===== src/rtl/fcd_pkg.sv =====
package fcd_pkg;

    typedef enum logic [2:0] {
        MODE_HOLD = 3'd0,
        MODE_PASS = 3'd1,
        MODE_INT  = 3'd2,
        MODE_FRAC = 3'd3,
        MODE_GATE = 3'd4
    } mode_e;

endpackage


===== src/rtl/fcd_mode_ctrl.sv =====
module fcd_mode_ctrl
    import fcd_pkg::*;
#(
    parameter int FRAC_W = 8
) (
    input  logic              clk_ref,
    input  logic              rst_n,
    input  logic              frac_en,
    input  logic [FRAC_W-1:0] step,
    output mode_e             mode_nxt,
    output mode_e             mode_q,
    output logic              gate_path,
    output logic              shift_path
);

    localparam int MSB = FRAC_W - 1;

    logic step_small;
    assign step_small = (step <= FRAC_W'(1));

    // next-state: target is picked by the inputs from any state
    always_comb begin
        mode_nxt = MODE_HOLD;
        unique case (mode_q)
            MODE_HOLD, MODE_PASS, MODE_INT, MODE_FRAC, MODE_GATE: begin
                if (!frac_en) begin
                    mode_nxt = step_small ? MODE_PASS : MODE_INT;
                end else begin
                    mode_nxt = step[MSB] ? MODE_GATE : MODE_FRAC;
                end
            end
            default: mode_nxt = MODE_HOLD;
        endcase
    end

    // state register
    always_ff @(posedge clk_ref or negedge rst_n) begin
        if (!rst_n) begin
            mode_q <= MODE_HOLD;
        end else begin
            mode_q <= mode_nxt;
        end
    end

    // outputs: which clock path the current state drives
    always_comb begin
        gate_path  = 1'b0;
        shift_path = 1'b0;
        unique case (mode_q)
            MODE_HOLD: ;
            MODE_PASS: gate_path  = 1'b1;
            MODE_INT:  gate_path  = 1'b1;
            MODE_FRAC: shift_path = 1'b1;
            MODE_GATE: gate_path  = 1'b1;
            default: ;
        endcase
    end

endmodule


===== src/rtl/fcd_phase.sv =====
module fcd_phase
    import fcd_pkg::*;
#(
    parameter int FRAC_W = 8
) (
    input  logic              clk_ref,
    input  logic              rst_n,
    input  mode_e             mode_nxt,
    input  mode_e             mode_q,
    input  logic [FRAC_W-1:0] step,
    output logic              strobe
);

    localparam int SUM_W = FRAC_W + 1;

    logic [FRAC_W-1:0] acc_q, acc_d;
    logic [FRAC_W-1:0] cnt_q, cnt_d;
    logic              strobe_q, strobe_d;
    logic [SUM_W-1:0]  sum;
    logic [FRAC_W-1:0] last_cnt;

    assign sum      = {1'b0, acc_q} + {1'b0, step};
    assign last_cnt = step - FRAC_W'(1);

    always_comb begin
        acc_d    = '0;
        cnt_d    = '0;
        strobe_d = 1'b0;
        unique case (mode_nxt)
            MODE_HOLD: ;
            MODE_PASS: strobe_d = 1'b1;
            MODE_INT: begin
                if (cnt_q >= last_cnt) begin
                    strobe_d = 1'b1;
                end else begin
                    cnt_d = cnt_q + FRAC_W'(1);
                end
            end
            MODE_FRAC, MODE_GATE: begin
                acc_d    = sum[FRAC_W-1:0];
                strobe_d = sum[FRAC_W];
            end
            default: ;
        endcase
    end

    always_ff @(posedge clk_ref or negedge rst_n) begin
        if (!rst_n) begin
            acc_q    <= '0;
            cnt_q    <= '0;
            strobe_q <= 1'b0;
        end else begin
            acc_q    <= acc_d;
            cnt_q    <= cnt_d;
            strobe_q <= strobe_d;
        end
    end

    assign strobe = strobe_q;

    // accumulator stays at zero outside accumulator modes
    a_r8_acc_held_zero: assert property (@(posedge clk_ref) disable iff (!rst_n)
        (mode_nxt == MODE_PASS || mode_nxt == MODE_INT) |=> (acc_q == '0));

    // bypass strobes every cycle
    a_r7_pass_strobe: assert property (@(posedge clk_ref) disable iff (!rst_n)
        (mode_nxt == MODE_PASS) |=> strobe_q);

    // with a step below one half, carries are never back to back
    a_r2_frac_spaced: assert property (@(posedge clk_ref) disable iff (!rst_n)
        (strobe_q && mode_q == MODE_FRAC && mode_nxt == MODE_FRAC) |=> !strobe_q);

endmodule


===== src/rtl/fcd_out_stage.sv =====
module fcd_out_stage (
    input  logic clk_ref,
    input  logic rst_n,
    input  logic strobe,
    input  logic gate_path,
    input  logic shift_path,
    output logic clk_out
);

    logic gate_q;
    logic shift_q;

    // Both registers move only while the reference is low, so the AND
    // below never sees its enable change during a high phase.
    always_ff @(negedge clk_ref or negedge rst_n) begin
        if (!rst_n) begin
            gate_q  <= 1'b0;
            shift_q <= 1'b0;
        end else begin
            gate_q  <= strobe & gate_path;
            shift_q <= strobe & shift_path & ~gate_q;
        end
    end

    assign clk_out = (clk_ref & gate_q) | shift_q;

    // shifted pulse lasts exactly one reference period
    a_r3_shift_one_period: assert property (@(negedge clk_ref) disable iff (!rst_n)
        shift_q |=> !shift_q);

    // the two paths never drive at once, so no merged pulse
    a_r10_paths_exclusive: assert property (@(negedge clk_ref) disable iff (!rst_n)
        !(gate_q && shift_q));

endmodule


===== src/rtl/frac_clk_div.sv =====
module frac_clk_div
    import fcd_pkg::*;
#(
    parameter int FRAC_W = 8
) (
    input  logic              clk_ref,
    input  logic              rst_n,
    input  logic              frac_en,
    input  logic [FRAC_W-1:0] div_step,
    output logic              clk_en,
    output logic              clk_out
);

    mode_e mode_nxt;
    mode_e mode_q;
    logic  gate_path;
    logic  shift_path;
    logic  strobe;

    fcd_mode_ctrl #(.FRAC_W(FRAC_W)) u_mode (
        .clk_ref   (clk_ref),
        .rst_n     (rst_n),
        .frac_en   (frac_en),
        .step      (div_step),
        .mode_nxt  (mode_nxt),
        .mode_q    (mode_q),
        .gate_path (gate_path),
        .shift_path(shift_path)
    );

    fcd_phase #(.FRAC_W(FRAC_W)) u_phase (
        .clk_ref (clk_ref),
        .rst_n   (rst_n),
        .mode_nxt(mode_nxt),
        .mode_q  (mode_q),
        .step    (div_step),
        .strobe  (strobe)
    );

    fcd_out_stage u_out (
        .clk_ref   (clk_ref),
        .rst_n     (rst_n),
        .strobe    (strobe),
        .gate_path (gate_path),
        .shift_path(shift_path),
        .clk_out   (clk_out)
    );

    assign clk_en = strobe;

    // strobe is low on the first edge after reset release
    a_r1_quiet_after_reset: assert property (@(posedge clk_ref) disable iff (!rst_n)
        (mode_q == MODE_HOLD) |-> !clk_en);

endmodule


===== config.mk =====
export PLATFORM = sky130hd
export DESIGN_NAME = frac_clk_div
export DESIGN_NICKNAME = d
export VERILOG_FILES = /design/src/rtl/fcd_pkg.sv /design/src/rtl/fcd_mode_ctrl.sv /design/src/rtl/fcd_phase.sv /design/src/rtl/fcd_out_stage.sv /design/src/rtl/frac_clk_div.sv
export SDC_FILE = /design/constraint.sdc
export NUM_CORES = 1
export LEC_CHECK = 0
export ABC_CLOCK_PERIOD_IN_PS = 2800
export BUFFER_PORTS_ARGS = -buffer_cell sky130_fd_sc_hd__buf_2
export CORE_MARGIN = 5
export CORE_UTILIZATION = 50
export CTS_BUF_LIST = sky130_fd_sc_hd__clkbuf_4 sky130_fd_sc_hd__clkbuf_8
export CTS_CLUSTER_DIAMETER = 150
export DETAILED_ROUTE_END_ITERATION = 6
export PLACE_DENSITY = 0.69
export SYNTH_ARGS = -nofsm -noshare
export SYNTH_HDL_FRONTEND = slang
export SYNTH_SLANG_ARGS = --single-unit

===== constraint.sdc =====
create_clock -name clk_ref -period 2.8 [get_ports clk_ref]
set_input_delay 0.56 -clock clk_ref [delete_from_list [all_inputs] [get_ports clk_ref]]
set_output_delay 0.56 -clock clk_ref [all_outputs]
set_load 0.05 [all_outputs]

Word level (Yosys, flattened, before mapping)
Cells that the tools add are included. W data, S select, Z words.

Memory bits (read-only): 0. Latch bits: 0. Memories: 0. Flip-flop bits (word level): 22. Output and inout port bits: 2. RAM bits: 0.

$mul: 0. Add/subtract/negate cells: 3. Multiplexer cells: 11. Equality and inequality tests: 8. Shift-type cells: 0. Bitwise operators: 6. Reduce and logical (&&, ||, !) cells: 4. Magnitude comparators: 2. Div/mod/pow operators: 0.

Operator list (count): $mux W8 (3); $eq A3 B2 Y1 const B (4); $add A8 B8 Y9 (1); $mux W3 (3); $add A8 B1 Y8 const B (1); $ge A8 B8 Y1 (1); $le A8 B1 Y1 const B (1); $sub A8 B1 Y8 const B (1); $eq A3 B1 Y1 const B (2); $eq A3 B3 Y1 const B (2); $reduce_or A5 Y1 (1); $and A1 B1 Y1 (4); $logic_not A3 Y1 (1); $mux W1 (3); $pmux W1 S3 (1); $reduce_or A3 Y1 (1); $mux W2 (1); $reduce_or A2 Y1 (1); $not A1 Y1 (1); $or A1 B1 Y1 (1).

Depth between registers and ports, before layout
Gate-level depths: netlist (run 1).

Depth after elaboration: 7. Depth in mapped cells: 12. Gate-level depth less buffers: 11.

Cells and area by module
From an unflattened synthesis (run 1), not the netlist that was laid out.

Cell total of the unflattened synthesis: 155. Area total of the unflattened synthesis: 1525.2 µm².

By module, submodules not included: fcd_phase (area each 1293.7 µm², cells each 131, instances 1); fcd_mode_ctrl (area each 157.7 µm², cells each 19, instances 1); fcd_out_stage (area each 73.8 µm², cells each 5, instances 1).

==> flow_metrics.py, run 1 <==
metrics = {
    "sta": {
        "rsz0062_at_grt": "true",
        "worst_slew_pin_slew_ns": 0.6608,
        "drv_slew": 0,
        "setup_viol": 1,
        "max_slew_margin": 0.5548,
        "fin_skew_ns": 0.003423,
        "setup_tns_ns": -0.2868,
        "timing.final.ws_setup_ns": -0.2868,
        "hold_violations": 0,
        "timing.hold.ws_ns": 0.1115,
    },
    "grt": {
        "grt_overflow_total": 0,
        "grt_max_degree": 21,
        "grt_pass1_wl_microns": 5533,
        "gr-max-usage-layer": "met2",
        "gr-usage-met3": 0.06045,
        "grtUsageTotal": 0.1753,
        "antenna_found_initial": 0,
        "grt_use_met1": 0.2198,
        "use_met2": 0.2706,
        "first_global_vias": 1240,
    },
    "power_and_ir_drop": {
        "switching_share": 0.3102,
        "p_clk_frac": 0.333,
        "switching_power_w": 0.0003087,
        "pwr-share-seq": 0.379,
        "leakagePower_nw": 0.8860,
        "combinationalPowerShare": 0.288,
        "p_int_w": 0.0006866,
        "power.density_mw_per_mm2": 569.4,
        "vdd_drop_max_uv": 336.8,
    },
    "synthesis": {
        "synth.yosys.seq_area_share": 0.3716,
        "syn_nets": 175,
        "synth-seq-cells": 22,
        "syn_inst": 144,
        "synthDominantCellAreaShare": 0.3378,
        "syn_avg_cell_area_sq_um": 10.29,
        "synth_edf_count": 0,
        "ys_warn_count": 0,
        "yosys_most_used_dff": "dfrtp_1",
        "netlist_area_sq_mm": 0.001481,
        "async_flop_share": 1.000,
        "synth_cell_type_count": 32,
        "synth_area_leaders": "dfrtp_1 (34%), ha_1 (16%), xor2_1 (7.1%)",
        "yosysTopAreaCell": "dfrtp_1",
    },
    "detailed_routing": {
        "viasPerCell": 5.782,
        "via_count": 1191,
        "wirelength_microns": 3100,
        "antenna_left": 0,
        "drt_iter0_markers": 45,
        "wl_per_cell_microns": 15.05,
        "firstDrtPassIters": 4,
        "route.detailed.drc": 0,
    },
    "finish": {
        "post-route-util": 0.6231,
        "nets": 207,
        "synthToLayoutAreaGrowth_pct": 17.99,
        "antennaDiodeCount": 0,
        "layout_commonest_cell": "dfrtp_1",
        "layout_common_cells": "dfrtp_1 (20), ha_1 (19), nor2_1 (13), buf_4 (13), xor2_1 (12)",
        "final_cells": 206,
        "drive_above_1_share": 0.2286,
    },
    "flow_run": {
        "drv_cap": 0,
    },
    "worst_setup_path": {
        "cp_top_family": "flip-flops",
        "ff2ff_path_depth": 2,
        "crit_path_start_kind": "flip-flop",
        "cp_cell_sequence": "a21o_1 > buf_6",
        "path_class": "reg2out",
        "crit_cells": 2,
        "endpoint_kind": "primary output",
        "max_stage_delay_ns": 0.42,
        "cp.arrival_ns": 2.53,
        "cp.required_ns": 2.24,
        "r2r_setup_slack_ns": 0.43,
        "crit_buf_inv": 1,
        "path_max_fanout": 2,
        "slowest_stage": "dfrtn_1",
    },
    "place": {
        "gp_routability_congestion": 0.7687,
        "placed_cells": 198,
        "hpwl_microns": 2443,
        "numPortBuffers": 12,
    },
    "die": {
        "die_x_microns": 64.43,
        "fp.dieArea_sq_mm": 0.004151,
        "row_count": 19,
        "fp.coreArea_sq_mm": 0.002805,
        "die_y_microns": 64.43,
        "start_util": 0.5281,
        "io_pins": 13,
    },
    "cts": {
        "cts_hold_buf": 0,
        "cts_tree": "built",
        "clkSlewWorstSetupHoldPaths_ns": 0.12,
        "insertion_delay_ns": 0.43,
    },
    "hold_path": {
        "hp-class": "in2async",
    },
    "status": {
        "status": "finished with violations",
        "violations": "negative setup slack",
    },
}
area by class of cell:
cell class | instances | area, sq um
Multi-Input combinational cell | 116 | 900.9
Timing Repair Buffer | 24 | 152.6
Clock inverter | 1 | 30.03
Inverter | 5 | 18.77
Fill cell | 255 | 1057
Tap cell | 31 | 38.79
Clock buffer | 7 | 56.30
Sequential cell | 22 | 550.5
power by group through the flow:
stage	logic, W	registers, W	clock network, W
after detailed placement	0.000283	0.000383	0.0000178
after global placement	0.000269	0.000382	0.0000178
after CTS	0.000288	0.000377	0.000343
after global routing	0.000325	0.000382	0.000363
final	0.000287	0.000377	0.000331
after floorplan	0.000202	0.000385	0.0000156
per-layer routing:
metal / up-vias / routed length [microns] / part of all wire
met4: 0 / 34 / 0.011
met2: 26 / 1542 / 0.50
li1: 588 / - / -
met3: 4 / 178 / 0.057
met5: - / 0 / 0
met1: 573 / 1345 / 0.43
worst reg2reg max path: cells and delay by family, from the launching register on:
family / cells / cell delay, ns
AO/OA/AOI/OAI: 1 / 0.21
XOR/XNOR: 1 / 0.18
flip-flops: 1 / 0.45
final timing paths:
path,from,endpoint
max in group asynchronous,rst_n,u_out.shift_q
min in group clk_ref,div_step[7],u_mode.mode_q[0]
hold / removal,rst_n,u_phase.cnt_q[6]
hold reg to reg,u_out.gate_q,u_out.shift_q
setup / recovery,u_out.gate_q,clk_out
setup reg to reg,u_mode.mode_q[0],u_out.gate_q
state kept, by name, summed over array words and instances, names as in the netlist:
signal,cells
u_out.shift_q,1
u_phase.strobe,1
u_phase.acc_q,8
u_mode.mode_q,3
u_phase.cnt_q,8
u_out.gate_q,1
Yosys cell counts, drive strengths merged, types with 3 or more instances:
cell / n
a211oi: 5
a21o: 4
a21oi: 3
and3: 6
dfrtp: 20
ha: 19
inv: 5
nand2: 4
nand3: 6
nor2: 19
nor3: 6
o21ai: 6
xnor2: 6
xor2: 12
stage by stage:
| step | area (sq um) | setup slack [ns] | total power, W |
|---|---|---|---|
| 2_1_floorplan | 1481 | 0.07793 | 0.0006029 |
| 6_report | 1748 | -0.2868 | 0.0009953 |
| 4_1_cts | 1748 | -0.3069 | 0.001008 |
| 3_5_place_dp | 1659 | -0.007774 | 0.0006837 |
| 5_1_grt | 1748 | -0.3505 | 0.001070 |
| 3_3_place_gp | 1659 | 0.05292 | 0.0006692 |
repair_timing:
item / 4_1_cts / 5_1_grt
gates resized for setup: 2 / 0
setup endpoints to repair: 1 / 1
buffers inserted: 1 / 0
pin swaps: 0 / 0
cells by family after synthesis:
family	count (synthesis)	synth area share
AOI/OAI and AO/OA	29	0.1495
xor gates and xnor gates	18	0.1064
adders and majority gates	20	0.1740
buffers and inverters	6	0.02027
DFF	22	0.3716
and+or+nand+nor	49	0.1782
(Power assumes the default switching activity.)
==> inputs of run 2 (changes only) <==
- CTS_BUF_LIST: sky130_fd_sc_hd__clkbuf_4 sky130_fd_sc_hd__clkbuf_8 -> sky130_fd_sc_hd__clkbuf_8
==> flow_metrics.py, run 2 (synthesis gave the netlist of run 1 again) <==
metrics = {
    "finish": {
        "layout_common_cells": "dfrtp_1 (20), ha_1 (19), buf_4 (14), nor2_1 (13), xor2_1 (12)",
        "drive_above_1_share": 0.2330,
        "multiInputGateArea_sq_um": 900.9,
        "final_cells": 207,
        "regArea_sq_um": 550.5,
        "layout_commonest_cell": "dfrtp_1",
        "fill_cells": 247,
        "synthToLayoutAreaGrowth_pct": 21.03,
        "antennaDiodeCount": 0,
        "reg_top3": "u_phase.acc_q x8, u_phase.cnt_q x8, u_mode.mode_q x3",
        "nets": 208,
    },
    "place": {
        "gp_routability_congestion": 0.7687,
        "numPortBuffers": 12,
        "hpwl_microns": 2443,
        "placed_cells": 198,
    },
    "worst_setup_path": {
        "setup.worst_path.start": "u_out.gate_q",
        "path_max_fanout": 2,
        "cp.arrival_ns": 2.47,
        "cp.required_ns": 2.24,
        "cp_top_family": "flip-flops",
        "r2r_setup_slack_ns": 0.46,
        "slowest_stage": "dfrtn_1",
        "crit_buf_inv": 1,
        "cp_cell_sequence": "a21o_1 > buf_6",
        "path_class": "reg2out",
        "max_stage_delay_ns": 0.40,
        "crit_path_start_kind": "flip-flop",
        "endpoint_kind": "primary output",
        "reg2reg_from": "u_mode.mode_q[0]",
    },
    "status": {
        "status": "finished with violations",
        "violations": "negative setup slack",
    },
    "detailed_routing": {
        "top_layer": "met4",
        "drt_iter0_markers": 35,
        "wl_per_cell_microns": 15.29,
        "viasPerCell": 5.807,
        "wl_met2_microns": 1593,
        "drt-met1-wl_microns": 1403,
        "via_count": 1202,
        "firstDrtPassIters": 4,
        "met3_length_microns": 135,
        "antenna_left": 0,
        "wirelength_microns": 3165,
        "route.detailed.drc": 0,
    },
    "grt": {
        "grt_max_degree": 21,
        "grt_pass1_wl_microns": 5575,
        "grtUsageTotal": 0.1764,
        "antenna_found_initial": 0,
        "first_global_vias": 1255,
        "grt_overflow_total": 0,
    },
    "cts": {
        "cts_hold_buf": 0,
        "insertion_delay_ns": 0.39,
        "clkSlewWorstSetupHoldPaths_ns": 0.08,
        "cts_tree": "built",
    },
    "sta": {
        "timing.hold.ws_ns": 0.1849,
        "hold_violations": 0,
        "max_slew_margin": 0.5373,
        "fin_skew_ns": 0.02770,
        "setup_tns_ns": -0.2327,
        "worst_slew_pin_slew_ns": 0.6868,
        "timing.final.ws_setup_ns": -0.2327,
        "rsz0062_at_grt": "true",
        "drv_slew": 0,
        "setup_viol": 1,
    },
    "power_and_ir_drop": {
        "p_clk_frac": 0.390,
        "combinationalPowerShare": 0.265,
        "switching_power_w": 0.0003172,
        "pwr-share-seq": 0.345,
        "power.total_w": 0.001095,
        "power.density_mw_per_mm2": 611.0,
        "p_int_w": 0.0007783,
        "vdd_drop_max_uv": 386.4,
        "leakagePower_nw": 0.9068,
        "switching_share": 0.2895,
    },
    "flow_run": {
        "drv_cap": 0,
    },
    "die": {
        "fp.coreArea_sq_mm": 0.002805,
        "row_count": 19,
        "io_pins": 13,
        "fp.dieArea_sq_mm": 0.004151,
        "start_util": 0.5281,
        "die_x_microns": 64.43,
        "die_y_microns": 64.43,
    },
    "hold_path": {
        "hp-class": "in2async",
    },
}
-- run 2: worst reg2reg max path, stage by stage (launching register included) --
cell	delay [ns]
dfrtp_1	0.43
xor2_1	0.18
o211a_1	0.21
-- run 2: power groups by stage --
| stage | combinational (W) | sequential, W | clock (W) |
|---|---|---|---|
| 6_report | 0.000290 | 0.000378 | 0.000428 |
| 5_1_grt | 0.000329 | 0.000382 | 0.000458 |
| 4_1_cts | 0.000289 | 0.000377 | 0.000440 |
| 3_5_place_dp | 0.000283 | 0.000383 | 0.0000178 |
| 3_3_place_gp | 0.000269 | 0.000382 | 0.0000178 |
| 2_1_floorplan | 0.000202 | 0.000385 | 0.0000156 |
-- run 2: path summary, 6_finish.rpt --
kind                                          to  depth (start not counted)
max in group asynchronous          u_out.shift_q                          1
worst min register to register  u_phase.cnt_q[0]                          1
min in group clk_ref            u_mode.mode_q[0]                          2
worst min-delay path            u_phase.cnt_q[6]                          2
worst max-delay path                     clk_out                          2
worst max register to register      u_out.gate_q                          2
-- run 2: repair_timing --
item / CTS / global route
gates resized for setup: 2 / 0
setup endpoints to repair: 1 / 1
buffers inserted: 1 / 1
-- run 2: layer usage --
layer  global-route usage  vias to the layer above
met5                    0                        -
met4              0.06860                        0
met3              0.06908                        3
met2               0.2796                       18
met1               0.2165                      595
li1                     -                      586
-- run 2: stage by stage --
| step | cell area (sq um) | setup slack (ns) | utilization |
|---|---|---|---|
| 2_1_floorplan | 1481 | 0.07793 | - |
| 3_3_place_gp | 1659 | 0.05292 | 0.5914 |
| 3_5_place_dp | 1659 | -0.007774 | 0.5914 |
| 4_1_cts | 1785 | -0.2519 | 0.6365 |
| 5_1_grt | 1793 | -0.2874 | 0.6392 |
| 6_report | 1793 | -0.2327 | 0.6392 |
-- run 2: final cells by class --
type                            instances  area share
Multi-Input combinational cell        116      0.5024
Sequential cell                        22      0.3070
Timing Repair Buffer                   25     0.08932
Clock buffer                            7     0.05234
Tap cell                               31     0.02163
Clock inverter                          1     0.01675
Inverter                                5     0.01047
